## src/rtl/sdram_init_pkg.sv

```systemverilog
package sdram_init_pkg;

  typedef enum logic [1:0] {
    CMD_NOP  = 2'd0,
    CMD_PREA = 2'd1,
    CMD_REF  = 2'd2,
    CMD_MRS  = 2'd3
  } sd_cmd_e;

  typedef enum logic [2:0] {
    PH_WAIT = 3'd0,
    PH_PREA = 3'd1,
    PH_REF  = 3'd2,
    PH_MRS  = 3'd3,
    PH_DONE = 3'd4
  } seq_phase_e;

  // Clamp the requested latency: below 2 becomes 2, unknown becomes 3.
  function automatic logic [2:0] cl_effective(input logic [2:0] req);
    logic [2:0] r;
    case (req)
      3'd0, 3'd1, 3'd2: r = 3'd2;
      3'd3:             r = 3'd3;
      default:          r = 3'd3;
    endcase
    return r;
  endfunction

  function automatic logic [2:0] ldo_delay(input logic [2:0] cl);
    return cl - 3'd1;
  endfunction

  // Mode word: latency in [6:4], sequential type in [3], burst of 4 in [2:0].
  function automatic logic [6:0] mode_bits(input logic [2:0] cl);
    return {cl, 1'b0, 3'b010};
  endfunction

endpackage

```

## src/rtl/sdram_pwr_wait.sv

```systemverilog
module sdram_pwr_wait #(
  parameter int WAIT_US = 100
) (
  input  logic clk,
  input  logic rst_n,
  input  logic us_tick,
  output logic wait_done
);
  localparam int CW = $clog2(WAIT_US + 1);

  logic [CW-1:0] us_cnt;

  always_ff @(posedge clk or negedge rst_n) begin
    if (!rst_n) begin
      us_cnt    <= '0;
      wait_done <= 1'b0;
    end else if (!wait_done && us_tick) begin
      if (us_cnt == CW'(WAIT_US - 1)) wait_done <= 1'b1;
      else us_cnt <= us_cnt + 1'b1;
    end
  end

  // once the wait has ended it never restarts before reset
  a_r1_wait_sticky: assert property (@(posedge clk) disable iff (!rst_n)
    wait_done |=> wait_done);

  // the wait can only end on a tick
  a_r2_end_on_tick: assert property (@(posedge clk) disable iff (!rst_n)
    (!wait_done && !us_tick) |=> !wait_done);

endmodule

```

## src/rtl/sdram_seq_fsm.sv

```systemverilog
module sdram_seq_fsm
  import sdram_init_pkg::*;
#(
  parameter int TRP_CYC  = 3,
  parameter int TRFC_CYC = 7,
  parameter int TMRD_CYC = 2,
  parameter int NUM_REF  = 8
) (
  input  logic    clk,
  input  logic    rst_n,
  input  logic    wait_done,
  input  logic    two_ranks,
  output sd_cmd_e cmd,
  output logic    rank_sel,
  output logic    seq_done
);
  localparam int MAXGAP = (TRP_CYC > TRFC_CYC) ?
                          ((TRP_CYC > TMRD_CYC) ? TRP_CYC : TMRD_CYC) :
                          ((TRFC_CYC > TMRD_CYC) ? TRFC_CYC : TMRD_CYC);
  localparam int GW = $clog2(MAXGAP + 1);
  localparam int RW = (NUM_REF > 1) ? $clog2(NUM_REF) : 1;

  seq_phase_e    phase;
  logic [GW-1:0] gap_cnt;
  logic [RW-1:0] ref_idx;
  logic          gap_end;
  logic          issue;

  always_comb begin
    case (phase)
      PH_PREA: gap_end = (gap_cnt == GW'(TRP_CYC));
      PH_REF:  gap_end = (gap_cnt == GW'(TRFC_CYC));
      PH_MRS:  gap_end = (gap_cnt == GW'(TMRD_CYC));
      default: gap_end = 1'b0;
    endcase
  end

  assign issue = (gap_cnt == '0);

  always_ff @(posedge clk or negedge rst_n) begin
    if (!rst_n) begin
      phase    <= PH_WAIT;
      gap_cnt  <= '0;
      ref_idx  <= '0;
      rank_sel <= 1'b0;
    end else begin
      case (phase)
        PH_WAIT: if (wait_done) phase <= PH_PREA;
        PH_PREA: begin
          if (gap_end) begin
            gap_cnt <= '0;
            ref_idx <= '0;
            phase   <= PH_REF;
          end else gap_cnt <= gap_cnt + 1'b1;
        end
        PH_REF: begin
          if (gap_end) begin
            gap_cnt <= '0;
            if (ref_idx == RW'(NUM_REF - 1)) phase <= PH_MRS;
            else ref_idx <= ref_idx + 1'b1;
          end else gap_cnt <= gap_cnt + 1'b1;
        end
        PH_MRS: begin
          if (gap_end) begin
            gap_cnt <= '0;
            if (!rank_sel && two_ranks) begin
              rank_sel <= 1'b1;
              phase    <= PH_PREA;
            end else phase <= PH_DONE;
          end else gap_cnt <= gap_cnt + 1'b1;
        end
        default: phase <= PH_DONE;
      endcase
    end
  end

  always_comb begin
    cmd = CMD_NOP;
    if (issue) begin
      case (phase)
        PH_PREA: cmd = CMD_PREA;
        PH_REF:  cmd = CMD_REF;
        PH_MRS:  cmd = CMD_MRS;
        default: cmd = CMD_NOP;
      endcase
    end
  end

  assign seq_done = (phase == PH_DONE);

  // nothing but NOP until the power-up wait has ended
  a_r2_quiet_wait: assert property (@(posedge clk) disable iff (!rst_n)
    !wait_done |-> (cmd == CMD_NOP));

  // each refresh is followed by a NOP cycle
  a_r4_ref_gap: assert property (@(posedge clk) disable iff (!rst_n)
    (cmd == CMD_REF) |=> (cmd == CMD_NOP));

  // precharge is always followed by a NOP cycle
  a_r3_prea_gap: assert property (@(posedge clk) disable iff (!rst_n)
    (cmd == CMD_PREA) |=> (cmd == CMD_NOP));

  // no command once the sequence has finished
  a_r9_silent_after: assert property (@(posedge clk) disable iff (!rst_n)
    seq_done |-> (cmd == CMD_NOP));

endmodule

```

## src/rtl/sdram_cmd_enc.sv

```systemverilog
module sdram_cmd_enc
  import sdram_init_pkg::*;
#(
  parameter int ADDR_W = 13,
  parameter int BA_W   = 2
) (
  input  sd_cmd_e           cmd,
  input  logic              rank_sel,
  input  logic [2:0]        cl,
  output logic [1:0]        cs_n,
  output logic              ras_n,
  output logic              cas_n,
  output logic              we_n,
  output logic [ADDR_W-1:0] addr,
  output logic [BA_W-1:0]   ba
);
  localparam int A10 = 10;

  always_comb begin
    cs_n  = 2'b11;
    ras_n = 1'b1;
    cas_n = 1'b1;
    we_n  = 1'b1;
    addr  = '0;
    ba    = '0;
    if (cmd != CMD_NOP) cs_n[rank_sel] = 1'b0;
    case (cmd)
      CMD_PREA: begin
        ras_n     = 1'b0;
        we_n      = 1'b0;
        addr[A10] = 1'b1;
      end
      CMD_REF: begin
        ras_n = 1'b0;
        cas_n = 1'b0;
      end
      CMD_MRS: begin
        ras_n = 1'b0;
        cas_n = 1'b0;
        we_n  = 1'b0;
        addr  = ADDR_W'(mode_bits(cl));
      end
      default: ;
    endcase
  end

endmodule

```

## src/rtl/sdram_init_seq.sv

```systemverilog
module sdram_init_seq
  import sdram_init_pkg::*;
#(
  parameter int WAIT_US  = 100,
  parameter int TRP_CYC  = 3,
  parameter int TRFC_CYC = 7,
  parameter int TMRD_CYC = 2,
  parameter int NUM_REF  = 8,
  parameter int ADDR_W   = 13,
  parameter int BA_W     = 2
) (
  input  logic              clk,
  input  logic              rst_n,
  input  logic              us_tick,
  input  logic [2:0]        cas_cfg,
  input  logic              two_ranks,
  output logic [1:0]        sd_cs_n,
  output logic              sd_ras_n,
  output logic              sd_cas_n,
  output logic              sd_we_n,
  output logic [ADDR_W-1:0] sd_addr,
  output logic [BA_W-1:0]   sd_ba,
  output logic [2:0]        ldo_pre,
  output logic              refresh_en,
  output logic              init_done
);
  logic       wait_done;
  sd_cmd_e    cmd;
  logic       rank_sel;
  logic       seq_done;
  logic [2:0] cl_eff;

  assign cl_eff     = cl_effective(cas_cfg);
  assign ldo_pre    = ldo_delay(cl_eff);
  assign init_done  = seq_done;
  assign refresh_en = seq_done;

  sdram_pwr_wait #(.WAIT_US(WAIT_US)) u_wait (
    .clk(clk), .rst_n(rst_n), .us_tick(us_tick), .wait_done(wait_done)
  );

  sdram_seq_fsm #(
    .TRP_CYC(TRP_CYC), .TRFC_CYC(TRFC_CYC), .TMRD_CYC(TMRD_CYC), .NUM_REF(NUM_REF)
  ) u_fsm (
    .clk(clk), .rst_n(rst_n), .wait_done(wait_done), .two_ranks(two_ranks),
    .cmd(cmd), .rank_sel(rank_sel), .seq_done(seq_done)
  );

  sdram_cmd_enc #(.ADDR_W(ADDR_W), .BA_W(BA_W)) u_enc (
    .cmd(cmd), .rank_sel(rank_sel), .cl(cl_eff),
    .cs_n(sd_cs_n), .ras_n(sd_ras_n), .cas_n(sd_cas_n), .we_n(sd_we_n),
    .addr(sd_addr), .ba(sd_ba)
  );

  // precharge-all carries A10 high
  a_r3_a10_prea: assert property (@(posedge clk) disable iff (!rst_n)
    (sd_cs_n != 2'b11 && !sd_ras_n && sd_cas_n && !sd_we_n) |-> sd_addr[10]);

  // mode write only ever carries a supported latency
  a_r6_mrs_cl: assert property (@(posedge clk) disable iff (!rst_n)
    (sd_cs_n != 2'b11 && !sd_ras_n && !sd_cas_n && !sd_we_n)
      |-> (sd_addr[6:4] == 3'd2 || sd_addr[6:4] == 3'd3));

  // one rank at a time, second rank only when populated
  a_r8_one_cs: assert property (@(posedge clk) disable iff (!rst_n)
    $countones(~sd_cs_n) <= 1);
  a_r8_rank1_dual: assert property (@(posedge clk) disable iff (!rst_n)
    !sd_cs_n[1] |-> two_ranks);

  // done and refresh enable hold until reset
  a_r9_done_sticky: assert property (@(posedge clk) disable iff (!rst_n)
    init_done |=> (init_done && refresh_en));

  // idle encoding whenever no chip select is low
  a_r1_idle_pins: assert property (@(posedge clk) disable iff (!rst_n)
    (sd_cs_n == 2'b11) |-> (sd_ras_n && sd_cas_n && sd_we_n && sd_addr == '0));

endmodule

```

## config.mk

```make
export PLATFORM = sky130hd
export DESIGN_NAME = sdram_init_seq
export DESIGN_NICKNAME = d
export VERILOG_FILES = /design/src/rtl/sdram_init_pkg.sv /design/src/rtl/sdram_pwr_wait.sv /design/src/rtl/sdram_seq_fsm.sv /design/src/rtl/sdram_cmd_enc.sv /design/src/rtl/sdram_init_seq.sv
export SDC_FILE = /design/constraint.sdc
export NUM_CORES = 1
export LEC_CHECK = 0
export BUFFER_PORTS_ARGS = -buffer_cell sky130_fd_sc_hd__buf_2
export CAP_MARGIN = 0
export CORE_AREA = 4 4 56 58
export DETAILED_ROUTE_END_ITERATION = 10
export DIE_AREA = 0 0 60 62
export PLACE_DENSITY = 0.7
export SYNTH_ARGS = -nofsm -noshare
export SYNTH_HDL_FRONTEND = slang
export SYNTH_SLANG_ARGS = --single-unit
```

## constraint.sdc

```tcl
create_clock -name clk -period 1.99 [get_ports clk]
set_clock_uncertainty 0.2 [all_clocks]
set_input_delay 0 -clock clk [delete_from_list [all_inputs] [get_ports clk]]
set_output_delay 0 -clock clk [all_outputs]
set_load 0.05 [all_outputs]
```

==> qor.csv <==
stage,metric,value,unit
setup_path,critPathMaxFanout,2,
yosys,seq_area_frac_synth,38.5,%
routing,firstDrtPassIters,4,
min_path,hold_path_depth,3,
yosys,synth_edf_count,0,
routing,antenna_left,0,
timing,setup_viol,0,
routing,routed_wl,2.07,mm
cells_and_area,area_growth,16.6,%
die,ios,32,
yosys,synth_flop_cell,dfrtp_1,
global_routing,grt_max_degree,19,
setup_path,worst-setup-path-type,reg -> reg,
yosys,synth-async-reset-ratio,100,%
die,coreArea,2660,µm²
routing,drc,0,
setup_path,reg2reg_slack,0.02,ns
timing,rsz0062_at_grt,true,
flow_run,maxCapViolations,0,
setup_path,r2r-end,u_fsm.ref_idx[0],
timing,fin_ws,0.0222,ns
clocking,h-tree-depth,1,
clocking,clock_path_buffers,2,
setup_path,r2r_cells,6,
routing,vias,838,
die,die-area,3720,µm²
pwr,finalPower,945,µW
setup_path,arrival,1.96,ns
yosys,syn_inst,116,
timing,finalHoldViolCount,0,
yosys,netlist_area,1170,µm²
clocking,cts_tree,built,
pwr,power.density,694,nW/µm²
timing,relSlewSlack,45.2,%
routing,wl_per_cell,11.9,µm
clocking,cts.clk_slew.worst_paths,0.11,ns
yosys,synth_area_per_cell,10.1,µm²
global_routing,grt_pass1_wl,3.37,mm
placement,io_buffers,19,
clocking,cts_sinks,18,
timing,tightest_slew,0.820,ns
setup_path,r2r_start,u_fsm.ref_idx[1],
cells_and_area,fill_cells,255,
die,rows,19,
timing,fin_crit,1.97,ns
global_routing,grt_pass1_vias,788,
setup_path,cp.required,1.98,ns
yosys,ys_ff_latch,18,
global_routing,grt_overflow,0,
pwr,p_leak,0.000670,µW
clocking,clock_latency,0.29,ns
timing,final.setup.tns,0,ns
cells_and_area,drive_gt1_share,33.6,%
setup_path,crit_path_end_kind,register,
die,die_height,62,µm
yosys,synthDistinctLibCells,41,
min_path,hold_path_end,ldo_pre[0],
cells_and_area,layout.nets,156,
cells_and_area,antennaDiodeCount,0,
outcome,status,"finished, final reports clean",
yosys,ys.warnings.count,0,
placement,place.detailed.hpwl,1.63,mm
die,die_w,60,µm
placement,pre_cts_slack,-0.0254,ns
min_path,hold_path_class,in -> out,
clocking,root_buffer,clkbuf_4,
global_routing,antenna_found_initial,0,
min_path,hp-start,cas_cfg[2],
setup_path,start_kind,register,
routing,via_per_inst,4.82,
routing,drt_iter0_drc,11,
timing,fmax,508,MHz
timing,period_share,98.9,%
global_routing,grt_usage,12.2,%
die,initial_core_util,43.9,%
placement,gp_congestion,0.742,
timing,slew_violations,0,
clocking,cts_made_buffers,3,
pwr,vdd_ir_drop_max,0.000621,V
through the flow:
| step | util, % | cell area, µm² | cells | hold slack, ns |
|---|---|---|---|---|
| 2_1_floorplan | - | 1210 | 127 | -0.496 |
| 3_3_place_gp | 47.0 | 1250 | 165 | -0.247 |
| 3_5_place_dp | 47.0 | 1250 | 165 | -0.242 |
| 4_1_cts | 50.3 | 1340 | 173 | 0.118 |
| 5_1_grt | 51.2 | 1360 | 174 | 0.122 |
| 6_report | 51.2 | 1360 | 174 | 0.114 |
cell families (layout without fill, tap and decap cells):
| logic type | count (synthesis) | after routing | synth area share, % |
|---|---|---|---|
| and+or+nand+nor | 41 | 41 | 22.1 |
| adders and majority gates | 5 | 5 | 5.35 |
| muxes | 5 | 5 | 4.82 |
| xor gates and xnor gates | 9 | 9 | 6.75 |
| AOI/OAI and AO/OA | 12 | 12 | 8.24 |
| other | 1 | 12 | 0.321 |
| DFF | 18 | 18 | 38.5 |
| buffers and inverters | 25 | 41 | 13.9 |
sequential cells by signal, summed over array words and instances (netlist names):
name / count
u_fsm.gap_cnt: 3
u_fsm.phase: 3
u_fsm.rank_sel: 1
u_fsm.ref_idx: 3
u_wait.us_cnt: 7
u_wait.wait_done: 1
how the worst max path moves through the flow:
stage	slack, ns	from	cells past startpoint	endpoint
final	0.02	u_fsm.ref_idx[1]	6	u_fsm.ref_idx[0]
after global routing	-0.03	u_fsm.ref_idx[1]	6	u_fsm.ref_idx[0]
after CTS	0.01	u_fsm.ref_idx[0]	6	u_fsm.ref_idx[0]
after detailed placement	-0.03	u_fsm.ref_idx[0]	6	u_fsm.ref_idx[0]
after global placement	0.02	u_fsm.ref_idx[0]	6	u_fsm.ref_idx[0]
after floorplan	0.02	u_fsm.ref_idx[0]	6	u_fsm.ref_idx[0]
per-layer routing:
layer / GRT usage [%] / wire length [µm] / share of wire [%]
met1: 15.2 / 911 / 44
met2: 20.1 / 1000 / 48
met3: 3.72 / 136 / 6.6
met4: 4.11 / 19 / 0.92
met5: 0 / 0 / 0
critical path, cell delays in order (launching register included):
cell     delay, ns
dfrtp_1       0.40
ha_2          0.18
ha_2          0.17
or3b_1        0.36
a21oi_2       0.17
o21ai_2       0.09
mux2_4        0.30
placed cells by master, fill, tap and decap left out, types with 2 or more instances in the layout:
cell type	count
a21oi_2	2
a31o_2	2
and2_1	2
buf_2	18
buf_4	7
clkbuf_4	3
conb_1	12
dfrtp_1	17
dlygate4sd3_1	4
ha_1	3
ha_2	2
inv_1	7
mux2i_1	3
nand2_1	8
nand2b_1	4
nand3_1	3
nand4_1	2
nor2_1	5
nor2b_1	4
or2_2	2
xnor2_1	7
xor2_1	2
layout make-up:
cell class                      count  area [µm²]  area share [%]
Sequential cell                    18         452            33.1
Timing Repair Buffer               29         183            13.4
Inverter                            8        30.0            2.20
Clock buffer                        4        36.3            2.66
Multi-Input combinational cell     84         623            45.7
Tap cell                           31        38.8            2.85
synth_stat cells, types with 2 or more instances:
cell type | n | area, µm²
buf_6 | 2 | 22.5
nand2_1 | 8 | 30.0
nand3_1 | 3 | 15.0
nand2b_1 | 4 | 25.0
or2_2 | 2 | 12.5
xor2_1 | 2 | 17.5
buf_4 | 14 | 105
nand4_1 | 2 | 12.5
dfrtp_1 | 18 | 450
inv_1 | 7 | 26.3
xnor2_1 | 7 | 61.3
nor2_1 | 5 | 18.8
a21oi_1 | 2 | 10.0
mux2i_1 | 3 | 30.0
ha_1 | 5 | 62.6
a31o_2 | 2 | 17.5
and2_1 | 2 | 12.5
nor2b_1 | 5 | 31.3
power breakdown:
group          leakage, µW  switching, µW  internal (µW)
sequential        0.000213           78.4            432
combinational     0.000436            123           88.6
clock            0.0000210            111            111
total             0.000670            313            632
repair_timing:
| action | in CTS | in global routing |
|---|---|---|
| pin swaps | 2 | 3 |
| endpoints found under the hold margin | 27 | 0 |
| hold buffers | 4 | 0 |
| resized for setup | 4 | 5 |
| cloned | 0 | 0 |
| setup buffers | 0 | 1 |
| setup endpoints to repair | 4 | 4 |
(Power assumes the default switching activity.)
